File: config.mk
export PLATFORM = sky130hd
export DESIGN_NAME = pixel_lane_demux
export DESIGN_NICKNAME = d
export VERILOG_FILES = /design/src/rtl/pld_pkg.sv /design/src/rtl/pld_mode_guard.sv /design/src/rtl/pld_pair_unit.sv /design/src/rtl/pld_launch_stage.sv /design/src/rtl/pixel_lane_demux.sv
export SDC_FILE = /design/constraint.sdc
export NUM_CORES = 1
export LEC_CHECK = 0
export BUFFER_PORTS_ARGS = -buffer_cell sky130_fd_sc_hd__buf_4
export CAP_MARGIN = 25
export CORE_MARGIN = 2
export CORE_UTILIZATION = 45
export CTS_CLUSTER_DIAMETER = 80
export DETAILED_ROUTE_END_ITERATION = 10
export PLACE_DENSITY = 0.71
export SYNTH_ARGS = -nofsm -noshare
export SYNTH_HDL_FRONTEND = slang
export SYNTH_HIERARCHICAL = 1
export SYNTH_SLANG_ARGS = --single-unit
File: constraint.sdc
create_clock -name clk -period 4.12 [get_ports clk]
set_clock_uncertainty 0.05 [all_clocks]
set_input_delay 0.206 -clock clk [delete_from_list [all_inputs] [get_ports clk]]
set_output_delay 0.206 -clock clk [all_outputs]
set_load 0.02 [all_outputs]
File: src/rtl/pld_pkg.sv
// Shared definitions for the pixel lane demultiplexer.
package pld_pkg;

    // Output packing mode selected by the pixel-select input.
    typedef enum logic {
        PM_ONE = 1'b0,
        PM_TWO = 1'b1
    } pmode_e;

endpackage

File: src/rtl/pld_mode_guard.sv
// Tracks the pixel-select input and the blanking mask.
// A change of the select input raises a restart for one cycle and masks the
// outputs. The mask lifts on a strobed pixel whose data enable is high while
// the previously strobed pixel's was low.
// Assumes sel_two is static during reset (it is loaded then).
module pld_mode_guard
    import pld_pkg::*;
(
    input  logic   clk,
    input  logic   rst_n,
    input  logic   sel_two,
    input  logic   in_stb,
    input  logic   in_de,
    output pmode_e mode,
    output logic   restart,
    output logic   tag_now
);

    logic sel_q;
    logic mute_q;
    logic prev_de;
    logic de_rise;

    assign restart = (sel_two != sel_q);
    assign de_rise = in_stb & in_de & ~prev_de;
    assign mode    = sel_q ? PM_TWO : PM_ONE;

    // Next state of the blanking mask, also tagged onto the incoming pixel.
    always_comb begin
        if (restart) begin
            tag_now = 1'b1;
        end else if (de_rise) begin
            tag_now = 1'b0;
        end else begin
            tag_now = mute_q;
        end
    end

    // Register the select input, the mask and the last strobed data enable.
    always_ff @(posedge clk) begin
        if (!rst_n) begin
            sel_q   <= sel_two;
            mute_q  <= 1'b0;
            prev_de <= 1'b0;
        end else begin
            sel_q  <= sel_two;
            mute_q <= tag_now;
            if (in_stb && !restart) begin
                prev_de <= in_de;
            end
        end
    end

endmodule

File: src/rtl/pld_pair_unit.sv
// Forms launch events from the strobed pixel stream.
// One-pixel mode: every strobe launches that pixel alone.
// Two-pixel mode: a first pixel is held. A following pixel with the same data
// enable completes the pair. One with a different data enable flushes the held
// pixel alone and becomes the new held pixel.
// Assumes the bundle carries data enable at bit DE_BIT and data in the low PIX_W bits.
module pld_pair_unit
    import pld_pkg::*;
#(
    parameter int unsigned B_W    = 31,
    parameter int unsigned PIX_W  = 24,
    parameter int unsigned DE_BIT = 29
) (
    input  logic             clk,
    input  logic             rst_n,
    input  pmode_e           mode,
    input  logic             restart,
    input  logic             in_stb,
    input  logic [B_W-1:0]   in_b,
    output logic             launch,
    output logic [B_W-1:0]   first_b,
    output logic [PIX_W-1:0] second_d
);

    logic [B_W-1:0] hold_q;
    logic           hold_vld;
    logic           same_de;

    assign same_de = (hold_q[DE_BIT] == in_b[DE_BIT]);

    // Decide whether this cycle launches, and with which pixels.
    always_comb begin
        launch   = 1'b0;
        first_b  = in_b;
        second_d = '0;
        if (!restart && in_stb) begin
            if (mode == PM_ONE) begin
                launch = 1'b1;
            end else if (hold_vld) begin
                launch  = 1'b1;
                first_b = hold_q;
                if (same_de) begin
                    second_d = in_b[PIX_W-1:0];
                end
            end
        end
    end

    // Maintain the held first pixel of the pair under construction.
    always_ff @(posedge clk) begin
        if (!rst_n) begin
            hold_q   <= '0;
            hold_vld <= 1'b0;
        end else if (restart) begin
            hold_vld <= 1'b0;
        end else if (in_stb && mode == PM_TWO) begin
            if (!hold_vld) begin
                hold_q   <= in_b;
                hold_vld <= 1'b1;
            end else if (same_de) begin
                hold_vld <= 1'b0;
            end else begin
                hold_q <= in_b;
            end
        end
    end

endmodule

File: src/rtl/pld_launch_stage.sv
// Output registers, narrow-colour masking, even-bus stagger and output clock.
// A launch loads the odd bus and controls at once. The even bus loads at once,
// or one cycle later when staggering in two-pixel mode. The output clock goes
// high at each launch for one cycle (one-pixel) or two cycles (two-pixel).
// Assumes PIX_W is a whole number of LANE_W lanes and NARROW_W < LANE_W.
module pld_launch_stage
    import pld_pkg::*;
#(
    parameter int unsigned PIX_W    = 24,
    parameter int unsigned CTL_W    = 3,
    parameter int unsigned LANE_W   = 8,
    parameter int unsigned NARROW_W = 6,
    parameter int unsigned B_W      = 31
) (
    input  logic             clk,
    input  logic             rst_n,
    input  pmode_e           mode,
    input  logic             restart,
    input  logic             launch,
    input  logic [B_W-1:0]   first_b,
    input  logic [PIX_W-1:0] second_d,
    input  logic             stag_n,
    input  logic             pix18,
    input  logic             ck_inv,
    output logic [PIX_W-1:0] out_even,
    output logic [PIX_W-1:0] out_odd,
    output logic             out_de,
    output logic             out_hs,
    output logic             out_vs,
    output logic [CTL_W-1:0] out_ctl,
    output logic             out_clk
);

    localparam int unsigned LANES   = PIX_W / LANE_W;
    localparam int unsigned DROP_W  = LANE_W - NARROW_W;
    localparam int unsigned VS_BIT  = PIX_W + CTL_W;
    localparam int unsigned HS_BIT  = VS_BIT + 1;
    localparam int unsigned DE_BIT  = VS_BIT + 2;
    localparam int unsigned TAG_BIT = VS_BIT + 3;

    logic [PIX_W-1:0] keep_mask;
    logic [PIX_W-1:0] eff_mask;
    logic [PIX_W-1:0] even_d;
    logic [PIX_W-1:0] odd_d;
    logic [PIX_W-1:0] pend_q;
    logic             pend_vld;
    logic             muted;
    logic             stag_use;
    logic             ck_raw;
    logic             ck_hold;

    // Per-lane mask keeping the upper NARROW_W bits of each colour lane.
    for (genvar g = 0; g < LANES; g++) begin : g_lane
        assign keep_mask[g*LANE_W +: LANE_W] = {{NARROW_W{1'b1}}, {DROP_W{1'b0}}};
    end

    assign eff_mask = pix18 ? keep_mask : '1;
    assign muted    = first_b[TAG_BIT];
    assign even_d   = muted ? '0 : (first_b[PIX_W-1:0] & eff_mask);
    assign odd_d    = muted ? '0 : (second_d & eff_mask);
    assign stag_use = (mode == PM_TWO) && !stag_n;
    assign out_clk  = ck_raw ^ ck_inv;

    // Load the pixel buses and controls on launch; apply the delayed even bus.
    always_ff @(posedge clk) begin
        if (!rst_n) begin
            out_even <= '0;
            out_odd  <= '0;
            out_de   <= 1'b0;
            out_hs   <= 1'b0;
            out_vs   <= 1'b0;
            out_ctl  <= '0;
            pend_q   <= '0;
            pend_vld <= 1'b0;
        end else if (restart) begin
            out_even <= '0;
            out_odd  <= '0;
            out_de   <= 1'b0;
            pend_vld <= 1'b0;
        end else begin
            pend_vld <= 1'b0;
            if (pend_vld) begin
                out_even <= pend_q;
            end
            if (launch) begin
                out_odd <= odd_d;
                out_de  <= first_b[DE_BIT] & ~muted;
                out_hs  <= first_b[HS_BIT];
                out_vs  <= first_b[VS_BIT];
                out_ctl <= first_b[PIX_W +: CTL_W];
                if (stag_use) begin
                    pend_q   <= even_d;
                    pend_vld <= 1'b1;
                end else begin
                    out_even <= even_d;
                end
            end
        end
    end

    // Output clock: high from each launch for one or two cycles.
    always_ff @(posedge clk) begin
        if (!rst_n) begin
            ck_raw  <= 1'b0;
            ck_hold <= 1'b0;
        end else if (launch) begin
            ck_raw  <= 1'b1;
            ck_hold <= (mode == PM_TWO);
        end else if (ck_hold) begin
            ck_hold <= 1'b0;
        end else begin
            ck_raw <= 1'b0;
        end
    end

endmodule

File: src/rtl/pixel_lane_demux.sv
// Top of the pixel lane demultiplexer.
// Packs strobed pixels onto an even and an odd bus in one- or two-pixel mode,
// with optional even-bus stagger, output clock inversion and narrow colours.
// Assumes in_stb is never high on two adjacent cycles and clk runs at twice
// the fastest output clock rate.
module pixel_lane_demux #(
    parameter int unsigned PIX_W    = 24,
    parameter int unsigned CTL_W    = 3,
    parameter int unsigned LANE_W   = 8,
    parameter int unsigned NARROW_W = 6
) (
    input  logic             clk,
    input  logic             rst_n,
    input  logic             in_stb,
    input  logic [PIX_W-1:0] in_pix,
    input  logic             in_de,
    input  logic             in_hs,
    input  logic             in_vs,
    input  logic [CTL_W-1:0] in_ctl,
    input  logic             sel_two,
    input  logic             stag_n,
    input  logic             ck_inv,
    input  logic             pix18,
    output logic [PIX_W-1:0] out_even,
    output logic [PIX_W-1:0] out_odd,
    output logic             out_de,
    output logic             out_hs,
    output logic             out_vs,
    output logic [CTL_W-1:0] out_ctl,
    output logic             out_clk
);

    import pld_pkg::*;

    localparam int unsigned B_W    = PIX_W + CTL_W + 4;
    localparam int unsigned DE_BIT = PIX_W + CTL_W + 2;

    pmode_e           mode;
    logic             restart;
    logic             tag_now;
    logic [B_W-1:0]   in_b;
    logic             launch;
    logic [B_W-1:0]   first_b;
    logic [PIX_W-1:0] second_d;

    // Bundle layout: {mask tag, de, hs, vs, ctl, data}.
    assign in_b = {tag_now, in_de, in_hs, in_vs, in_ctl, in_pix};

    pld_mode_guard u_guard (
        .clk     (clk),
        .rst_n   (rst_n),
        .sel_two (sel_two),
        .in_stb  (in_stb),
        .in_de   (in_de),
        .mode    (mode),
        .restart (restart),
        .tag_now (tag_now)
    );

    pld_pair_unit #(
        .B_W    (B_W),
        .PIX_W  (PIX_W),
        .DE_BIT (DE_BIT)
    ) u_pair (
        .clk      (clk),
        .rst_n    (rst_n),
        .mode     (mode),
        .restart  (restart),
        .in_stb   (in_stb),
        .in_b     (in_b),
        .launch   (launch),
        .first_b  (first_b),
        .second_d (second_d)
    );

    pld_launch_stage #(
        .PIX_W    (PIX_W),
        .CTL_W    (CTL_W),
        .LANE_W   (LANE_W),
        .NARROW_W (NARROW_W),
        .B_W      (B_W)
    ) u_launch (
        .clk      (clk),
        .rst_n    (rst_n),
        .mode     (mode),
        .restart  (restart),
        .launch   (launch),
        .first_b  (first_b),
        .second_d (second_d),
        .stag_n   (stag_n),
        .pix18    (pix18),
        .ck_inv   (ck_inv),
        .out_even (out_even),
        .out_odd  (out_odd),
        .out_de   (out_de),
        .out_hs   (out_hs),
        .out_vs   (out_vs),
        .out_ctl  (out_ctl),
        .out_clk  (out_clk)
    );

endmodule

==> results of run 1 <==
[area by class of cell]
class                      count  area (µm²)  share of cell area [%]
clock inverter                 5       50.05                  0.7322
tap                          168       210.2                   3.075
clock buffer                  25       495.5                   7.249
multi-input combinational    433        2934                   42.93
inverter                       2       7.507                  0.1098
timing repair buffer         105       815.8                   11.93
sequential                   116        2322                   33.97
[sequential cells by signal, summed over array words and instances (netlist names)]
| signal | cells |
|---|---|
| u_guard/mute_q | 1 |
| u_guard/prev_de | 1 |
| u_guard/sel_q | 1 |
| u_launch/ck_hold | 1 |
| u_launch/ck_raw | 1 |
| u_launch/out_ctl | 3 |
| u_launch/out_de | 1 |
| u_launch/out_even | 24 |
| u_launch/out_hs | 1 |
| u_launch/out_odd | 24 |
| u_launch/out_vs | 1 |
| u_launch/pend_q | 24 |
| u_launch/pend_vld | 1 |
| u_pair/hold_q | 31 |
| u_pair/hold_vld | 1 |
[synthesized netlist by cell type]
| cell | n | area (µm²) |
|---|---|---|
| sky130_fd_sc_hd__buf_1 | 2 | 7.510 |
| sky130_fd_sc_hd__a221oi_1 | 24 | 210.2 |
| sky130_fd_sc_hd__clkbuf_8 | 6 | 82.58 |
| sky130_fd_sc_hd__a21boi_1 | 24 | 180.2 |
| sky130_fd_sc_hd__a211oi_4 | 1 | 20.02 |
| sky130_fd_sc_hd__a211oi_1 | 4 | 30.03 |
| sky130_fd_sc_hd__mux2_1 | 6 | 67.56 |
| sky130_fd_sc_hd__nand4b_1 | 1 | 8.760 |
| sky130_fd_sc_hd__o21ai_0 | 1 | 5.000 |
| sky130_fd_sc_hd__or2_1 | 11 | 68.82 |
| sky130_fd_sc_hd__a2111oi_0 | 1 | 8.760 |
| sky130_fd_sc_hd__xnor2_2 | 1 | 16.27 |
| sky130_fd_sc_hd__buf_8 | 3 | 45.04 |
| sky130_fd_sc_hd__nor2b_1 | 52 | 325.3 |
| sky130_fd_sc_hd__nor4bb_1 | 1 | 10.01 |
| sky130_fd_sc_hd__a21boi_0 | 1 | 7.510 |
| sky130_fd_sc_hd__nand2_1 | 96 | 360.4 |
| sky130_fd_sc_hd__mux2i_1 | 36 | 360.4 |
| sky130_fd_sc_hd__nor2_1 | 21 | 78.83 |
| sky130_fd_sc_hd__nor2_2 | 1 | 6.260 |
| sky130_fd_sc_hd__a21oi_1 | 28 | 140.1 |
| sky130_fd_sc_hd__inv_1 | 2 | 7.510 |
| sky130_fd_sc_hd__a41o_1 | 1 | 10.01 |
| sky130_fd_sc_hd__and2_1 | 26 | 162.7 |
| sky130_fd_sc_hd__nand4bb_1 | 1 | 11.26 |
| sky130_fd_sc_hd__dfxtp_1 | 116 | 2322 |
| sky130_fd_sc_hd__xnor2_1 | 1 | 8.760 |
| sky130_fd_sc_hd__mux2_2 | 25 | 281.5 |
| sky130_fd_sc_hd__clkbuf_1 | 22 | 82.58 |
| sky130_fd_sc_hd__a211oi_2 | 20 | 250.2 |
| sky130_fd_sc_hd__xor2_1 | 2 | 17.52 |
| sky130_fd_sc_hd__dlygate4sd1_1 | 1 | 8.760 |
| sky130_fd_sc_hd__nand3_1 | 12 | 60.06 |
| sky130_fd_sc_hd__buf_2 | 16 | 80.08 |
| sky130_fd_sc_hd__or2_0 | 6 | 37.54 |
| sky130_fd_sc_hd__buf_6 | 2 | 22.52 |
| sky130_fd_sc_hd__nand2b_1 | 27 | 168.9 |
| sky130_fd_sc_hd__and3_1 | 1 | 6.260 |
| sky130_fd_sc_hd__nor3b_1 | 1 | 7.510 |
[per-layer routing]
layer	up-vias	track usage, %
met1	2178	26.15
met3	13	4.655
li1	2194	-
met4	0	8.514
met5	-	0
met2	124	36.14
[per-stage QoR]
step / instances / utilization, % / hold slack, ns / setup WS [ns] / area [µm²]
floorplan: 603 / - / 0.1837 / 1.806 / 5585
global placement: 822 / 51.90 / 0.2942 / 1.099 / 6260
detailed placement: 822 / 51.90 / 0.2981 / 0.9242 / 6260
CTS: 853 / 56.50 / 0.006813 / 0.8803 / 6815
global route: 854 / 56.67 / 0.01251 / 0.5917 / 6835
finish: 854 / 56.67 / 0.01542 / 0.8506 / 6835
[logic make-up after synthesis]
family | after synthesis | share of synthesized area [%]
flip-flops | 116 | 41.58
multiplexers | 67 | 12.70
XOR/XNOR | 4 | 0.7618
AO/OA/AOI/OAI | 105 | 15.43
buffers and inverters | 54 | 6.026
AND/OR/NAND/NOR | 257 | 23.50
[path summary, 6_finish.rpt]
| kind | cells past startpoint | slack [ns] | end | from |
|---|---|---|---|---|
| worst max-delay path | 9 | 0.85 | u_launch/out_even[0] | sel_two |
| worst min-delay path | 3 | 0.02 | u_pair/hold_q[27] | in_vs |
| worst max register to register | 7 | 0.86 | u_launch/out_even[0] | u_guard/sel_q |
| worst min register to register | 2 | 0.41 | u_pair/hold_q[11] | u_pair/hold_q[11] |
[power by group through the flow]
stage,Sequential [µW],Combinational [µW],Clock [µW]
detailed placement,1190,274,0
global placement,1180,267,0
finish,1160,279,1360
CTS,1160,276,1380
floorplan,1190,180,0
global route,1160,300,1440
[worst register-to-register path: stages, from the launching register on]
cell and delay (ns):
sky130_fd_sc_hd__dfxtp_1 0.50, sky130_fd_sc_hd__xnor2_2 0.20, sky130_fd_sc_hd__inv_1 0.20, sky130_fd_sc_hd__nand4b_1 0.59
sky130_fd_sc_hd__mux2_2 0.60, sky130_fd_sc_hd__nor2_2 0.65, sky130_fd_sc_hd__nand2_1 0.12, sky130_fd_sc_hd__a211oi_1 0.25
==> results.md, run 1 <==
* Detail-routed via count per cell at 5.280
* H-tree level count at 4
* Post-route met1 wirelength at 5951 µm
* Ratio of total power to cell area at 409.5 nW/µm²
* First-pass GRT wire length at 21950 µm
* Buffer type at the clock tree root: sky130_fd_sc_hd__clkbuf_16
* Overall Power at 2799 µW
* Final Hold Vio Count at 0
* Antenna Diode Count at 0
* Class of the tightest hold or removal check: input port to flip-flop
* Number of nets in the layout at 712
* Buffers and inverters on the worst path at 3
* Routed met3 length at 697 µm
* Starting density of the core at 46.31%
* Worst setup EP type: flip-flop
* Residual DRC at 0
* Clk pwr share at 48.5%
* Number of synthesis warnings at 6
* Gate power share at 10.0%
* Proportion of power drawn by flip-flops and latches at 41.6%
* Synthesized area per cell at 9.263 µm²
* Routed wire length at 13880 µm
* Detailed-route via count at 4509
* Synthesis-stage register bit count at 116
* Pins Over Slew Limit at 0
* Longest individual stage delay on the worst path at 0.65 ns
* Number of maximum-capacitance violations at 0
* Critical-path cell with the highest stage delay: sky130_fd_sc_hd__nor2_2
* Number of optimization iterations in the first detailed-route pass at 5
* Via count of the first global-routing pass at 4422
* DP Wirelength at 8955 µm
* Number of distinct library cells after synthesis at 39
* Horizontal extent of the die at 115.4 µm
* Least-Margin Pin Slew at 0.9658 ns
* Inserted Clock Buffers at 17
* Signal arrival time at the worst endpoint at 3.53 ns
* Net switching power at 653.0 µW
* Buffer levels on the longest clock path at 2
* Final number of setup-violating endpoints at 0
* Cell area after synthesis at 5585 µm²
* Internal power consumption at 2146 µW
* Sw Ratio at 23.33%
* Last weighted congestion value of the routability-driven placer at 0.8031
* Total nets after synthesis at 640
* Clock Pin Slew Worst Setup and Hold Paths at 0.05 ns
* Area of the die at 13320 µm²
* Clock Latency Late Sink at 0.40 ns
* Final antenna-violating net count at 0
* Portion of the clock cycle consumed by the worst path in the final layout at 79.36%
* Time the final worst path needs with I/O delays and setup at 3.269 ns
* Layout cell share with drive strength beyond 1 at 26.24%
* Uppermost layer routed: met4
* Outcome: finished clean
* Commonest non-fill, non-tap cells in the layout: sky130_fd_sc_hd__dfxtp_1 (116), sky130_fd_sc_hd__buf_4 (102), sky130_fd_sc_hd__nand2_1 (96)
* Area growth, synth to finish at 22.38%
* Clock sink total at 116
* Crit start category: input port
* Most frequent standard cell in the layout excluding fill and tap cells: sky130_fd_sc_hd__dfxtp_1
* Met2 WL post-DR at 7053 µm
* Max Clock Freq at 0.3059 GHz
* Largest delay contributor family on the critical path: simple AND/OR/NAND/NOR gates
* Maximum ir drop on the vdd rail at 0.2640 mV
* Initial antenna violation count at 0
* Static Leak at 0.002630 µW
* Worst EP required at 4.38 ns
* Post-CTS setup buffer count at 0
* Hold Buf Count CTS at 1
* Aggregate negative setup slack at 0 ns
* Unrepaired setup endpoints after global routing: false
* Fill cells at 1073
* Maximum number of pins on one net before global-route repair at 99
* Post-CTS Resized at 0
* Worst slew slack as a fraction of its limit at 35.41%
* Share of synthesized area occupied by flip-flops and latches at 41.58%
* Cell breakdown of the critical path: dlygate4sd3_1 > buf_4 > xnor2_2 > inv_1 > nand4b_1 > mux2_2 > nor2_2 > nand2_1 > a211oi_1
* Max FO, Critical Path at 20
* Vert. Die Dim at 115.4 µm
* Count of boundary I/O pins at 92
* Synthesized instance count at 603
* # port buffers at 91
* WL per Instance at 16.25 µm
* Global-route total usage across every layer at 21.24%
* Placement row count at 40
* Starting DRT DRC Count at 294
* Clock tree from TritonCTS: built
* Area of the core region at 12060 µm²
* Category of the critical setup timing path: input port to flip-flop
* Final global-route overflow total at 0
Note: power is estimated with default switching activity, not from simulation.
==> inputs of run 2 (changes only) <==
--- a/config.mk
+++ b/config.mk
@@ -11,7 +11,7 @@
 export CORE_UTILIZATION = 45
 export CTS_CLUSTER_DIAMETER = 80
 export DETAILED_ROUTE_END_ITERATION = 10
-export PLACE_DENSITY = 0.71
+export PLACE_DENSITY = 0.74
 export SYNTH_ARGS = -nofsm -noshare
 export SYNTH_HDL_FRONTEND = slang
 export SYNTH_HIERARCHICAL = 1
==> constraint.sdc (replaced) <==
create_clock -name clk -period 2.7 [get_ports clk]
set_clock_uncertainty 0.05 [all_clocks]
set_input_delay 0.135 -clock clk [delete_from_list [all_inputs] [get_ports clk]]
set_output_delay 0.135 -clock clk [all_outputs]
set_load 0.02 [all_outputs]
==> run 2 against run 1 <==
  * Power grew 56%
  * First-iteration DRC count shrank 7.1%
  * Hold slack improved by 0.12 ns
  * Sequential power grew 53%
  * Worst setup slack worse by 0.61 ns
  * Core utilization grew 3.2 points
  * Global-route usage grew 0.42 points
  * Final area is 5.6% higher
  * Via count rose by 2.3%
  * Register-to-register slack got worse by 0.62 ns
  * Die area did not move
  * Critical path type is now flip-flop to flip-flop
  * Largest cell class unchanged
  * Largest power group unchanged
==> results.md, run 2 (synthesis gave the netlist of run 1 again) <==
* Outcome: finished clean
* Vert. Die Dim at 115.4 µm
* Starting DRT DRC Count at 273
* Post-Place Worst Slack at 0.2917 ns
* Clock sink total at 116
* Commonest non-fill, non-tap cells in the layout: sky130_fd_sc_hd__dfxtp_1 (116), sky130_fd_sc_hd__buf_4 (109), sky130_fd_sc_hd__nand2_1 (96)
* Final antenna-violating net count at 0
* Horizontal extent of the die at 115.4 µm
* Area growth, synth to finish at 29.23%
* Number of nets in the layout at 750
* Detail-routed via count per cell at 5.160
* Maximum number of pins on one net before global-route repair at 54
* Final Hold Vio Count at 0
* Last weighted congestion value of the routability-driven placer at 0.8191
* Clock Pin Slew Worst Setup and Hold Paths at 0.05 ns
* Final global-route overflow total at 0
* Smallest hold slack at 0.1378 ns
* Worst setup EP type: flip-flop
* Count of boundary I/O pins at 92
* Clock Latency Late Sink at 0.42 ns
* Post-CTS Resized at 0
* Critical-path cell with the highest stage delay: sky130_fd_sc_hd__dfxtp_1
* Post-CTS setup buffer count at 0
* WL per Instance at 15.64 µm
* Longest individual stage delay on the worst path at 0.49 ns
* DP Wirelength at 9125 µm
* # port buffers at 91
* Worst slew slack as a fraction of its limit at 57.89%
* Class of the tightest hold or removal check: input port to flip-flop
* Unrepaired setup endpoints after global routing: false
* Worst Reg-to-Reg Cells at 8
* Setup slack after layout at 0.2407 ns
* Number of optimization iterations in the first detailed-route pass at 4
* Area of the die at 13320 µm²
* Max FO, Critical Path at 20
* Max reg flops at 31
* Number of maximum-capacitance violations at 0
* Initial antenna violation count at 0
* Signal arrival time at the worst endpoint at 2.73 ns
* Max Clock Freq at 0.4066 GHz
* Category of the critical setup timing path: flip-flop to flip-flop
* Global-route total usage across every layer at 21.65%
* Clock tree from TritonCTS: built
* Maximum ir drop on the vdd rail at 0.5121 mV
* Hold Path Stages at 3
* Cell breakdown of the critical path: xnor2_2 > inv_1 > nand4b_1 > mux2_2 > nor2_2 > buf_4 > nand2_1 > a211oi_2
* First-pass GRT wire length at 22110 µm
* H-tree level count at 4
* Pins Over Slew Limit at 0
* Area of the core region at 12060 µm²
* Layout cell share with drive strength beyond 1 at 26.31%
* Most frequent standard cell in the layout excluding fill and tap cells: sky130_fd_sc_hd__dfxtp_1
* Buffer type at the clock tree root: sky130_fd_sc_hd__clkbuf_16
* Detailed-route via count at 4613
* Crit start category: flip-flop
* Worst EP required at 2.98 ns
* Time the final worst path needs with I/O delays and setup at 2.459 ns
* Ratio of total power to cell area at 603.8 nW/µm²
* Aggregate negative setup slack at 0 ns
* Biggest register: u_pair/hold_q
* Residual DRC at 0
* Antenna Diode Count at 0
* Placement row count at 40
* Least-Margin Pin Slew at 0.6307 ns
* Routed wire length at 13980 µm
* Portion of the clock cycle consumed by the worst path in the final layout at 91.08%
* Via count of the first global-routing pass at 4529
* Static Leak at 0.002797 µW
* Buffer levels on the longest clock path at 2
* Inserted Clock Buffers at 17
* Starting density of the core at 46.31%
* Final number of setup-violating endpoints at 0
[run 2: changes by cell type in the layout (fill, tap and decap cells not counted)]
cell                            change
sky130_fd_sc_hd__dlygate4sd3_1     +31
sky130_fd_sc_hd__buf_4              +7
sky130_fd_sc_hd__clkinvlp_4         +3
sky130_fd_sc_hd__clkbuf_1           -2
sky130_fd_sc_hd__clkinv_2           +1
[run 2: area by class of cell]
| cell class | count | area [µm²] |
|---|---|---|
| clock buffer | 23 | 488.0 |
| clock inverter | 9 | 77.57 |
| fill | 1007 | 4843 |
| inverter | 2 | 7.507 |
| multi-input combinational | 433 | 2934 |
| sequential | 116 | 2322 |
| tap | 168 | 210.2 |
| timing repair buffer | 143 | 1179 |
[run 2: power breakdown]
group	internal (µW)	switching, µW
registers	1750	22.9
logic	210	253
clock network	1350	769
total	3310	1050
[run 2: critical path: cells and delay by family (launching register included)]
kind / cells / cell delay, ns
and+or+nand+nor: 3 / 0.54
DFF: 1 / 0.49
muxes: 1 / 0.46
buffers and inverters: 2 / 0.43
AOI/OAI and AO/OA: 1 / 0.21
xor gates and xnor gates: 1 / 0.19
[run 2: stage by stage]
step / cell area, µm² / utilization, % / std cells / power (µW)
after CTS: 7218 / 59.84 / 894 / 4393
final: 7218 / 59.84 / 894 / 4358
after floorplan: 5585 / - / 603 / 2094
after global routing: 7218 / 59.84 / 894 / 4524
after detailed placement: 6332 / 52.50 / 830 / 2234
after global placement: 6332 / 52.50 / 830 / 2220
[run 2: metal layers]
layer	track usage (%)	up-vias	share of wire, %
li1	-	2275	-
met1	25.27	2186	42
met2	38.01	134	50
met3	6.119	18	5.5
met4	7.631	0	1.8
met5	0	-	0
[run 2: worst paths after layout]
check / from / to / slack (ns)
setup / recovery: u_guard/sel_q / u_launch/out_even[9] / 0.24
hold / removal: rst_n / u_pair/hold_q[23] / 0.14
setup reg to reg: u_guard/sel_q / u_launch/out_even[9] / 0.24
hold reg to reg: u_launch/pend_q[15] / u_launch/pend_q[15] / 0.40
[run 2: what timing repair did]
action,CTS,global route
hold buffers,32,0
hold endpoints to repair,32,0
endpoints found under the setup margin,0,0
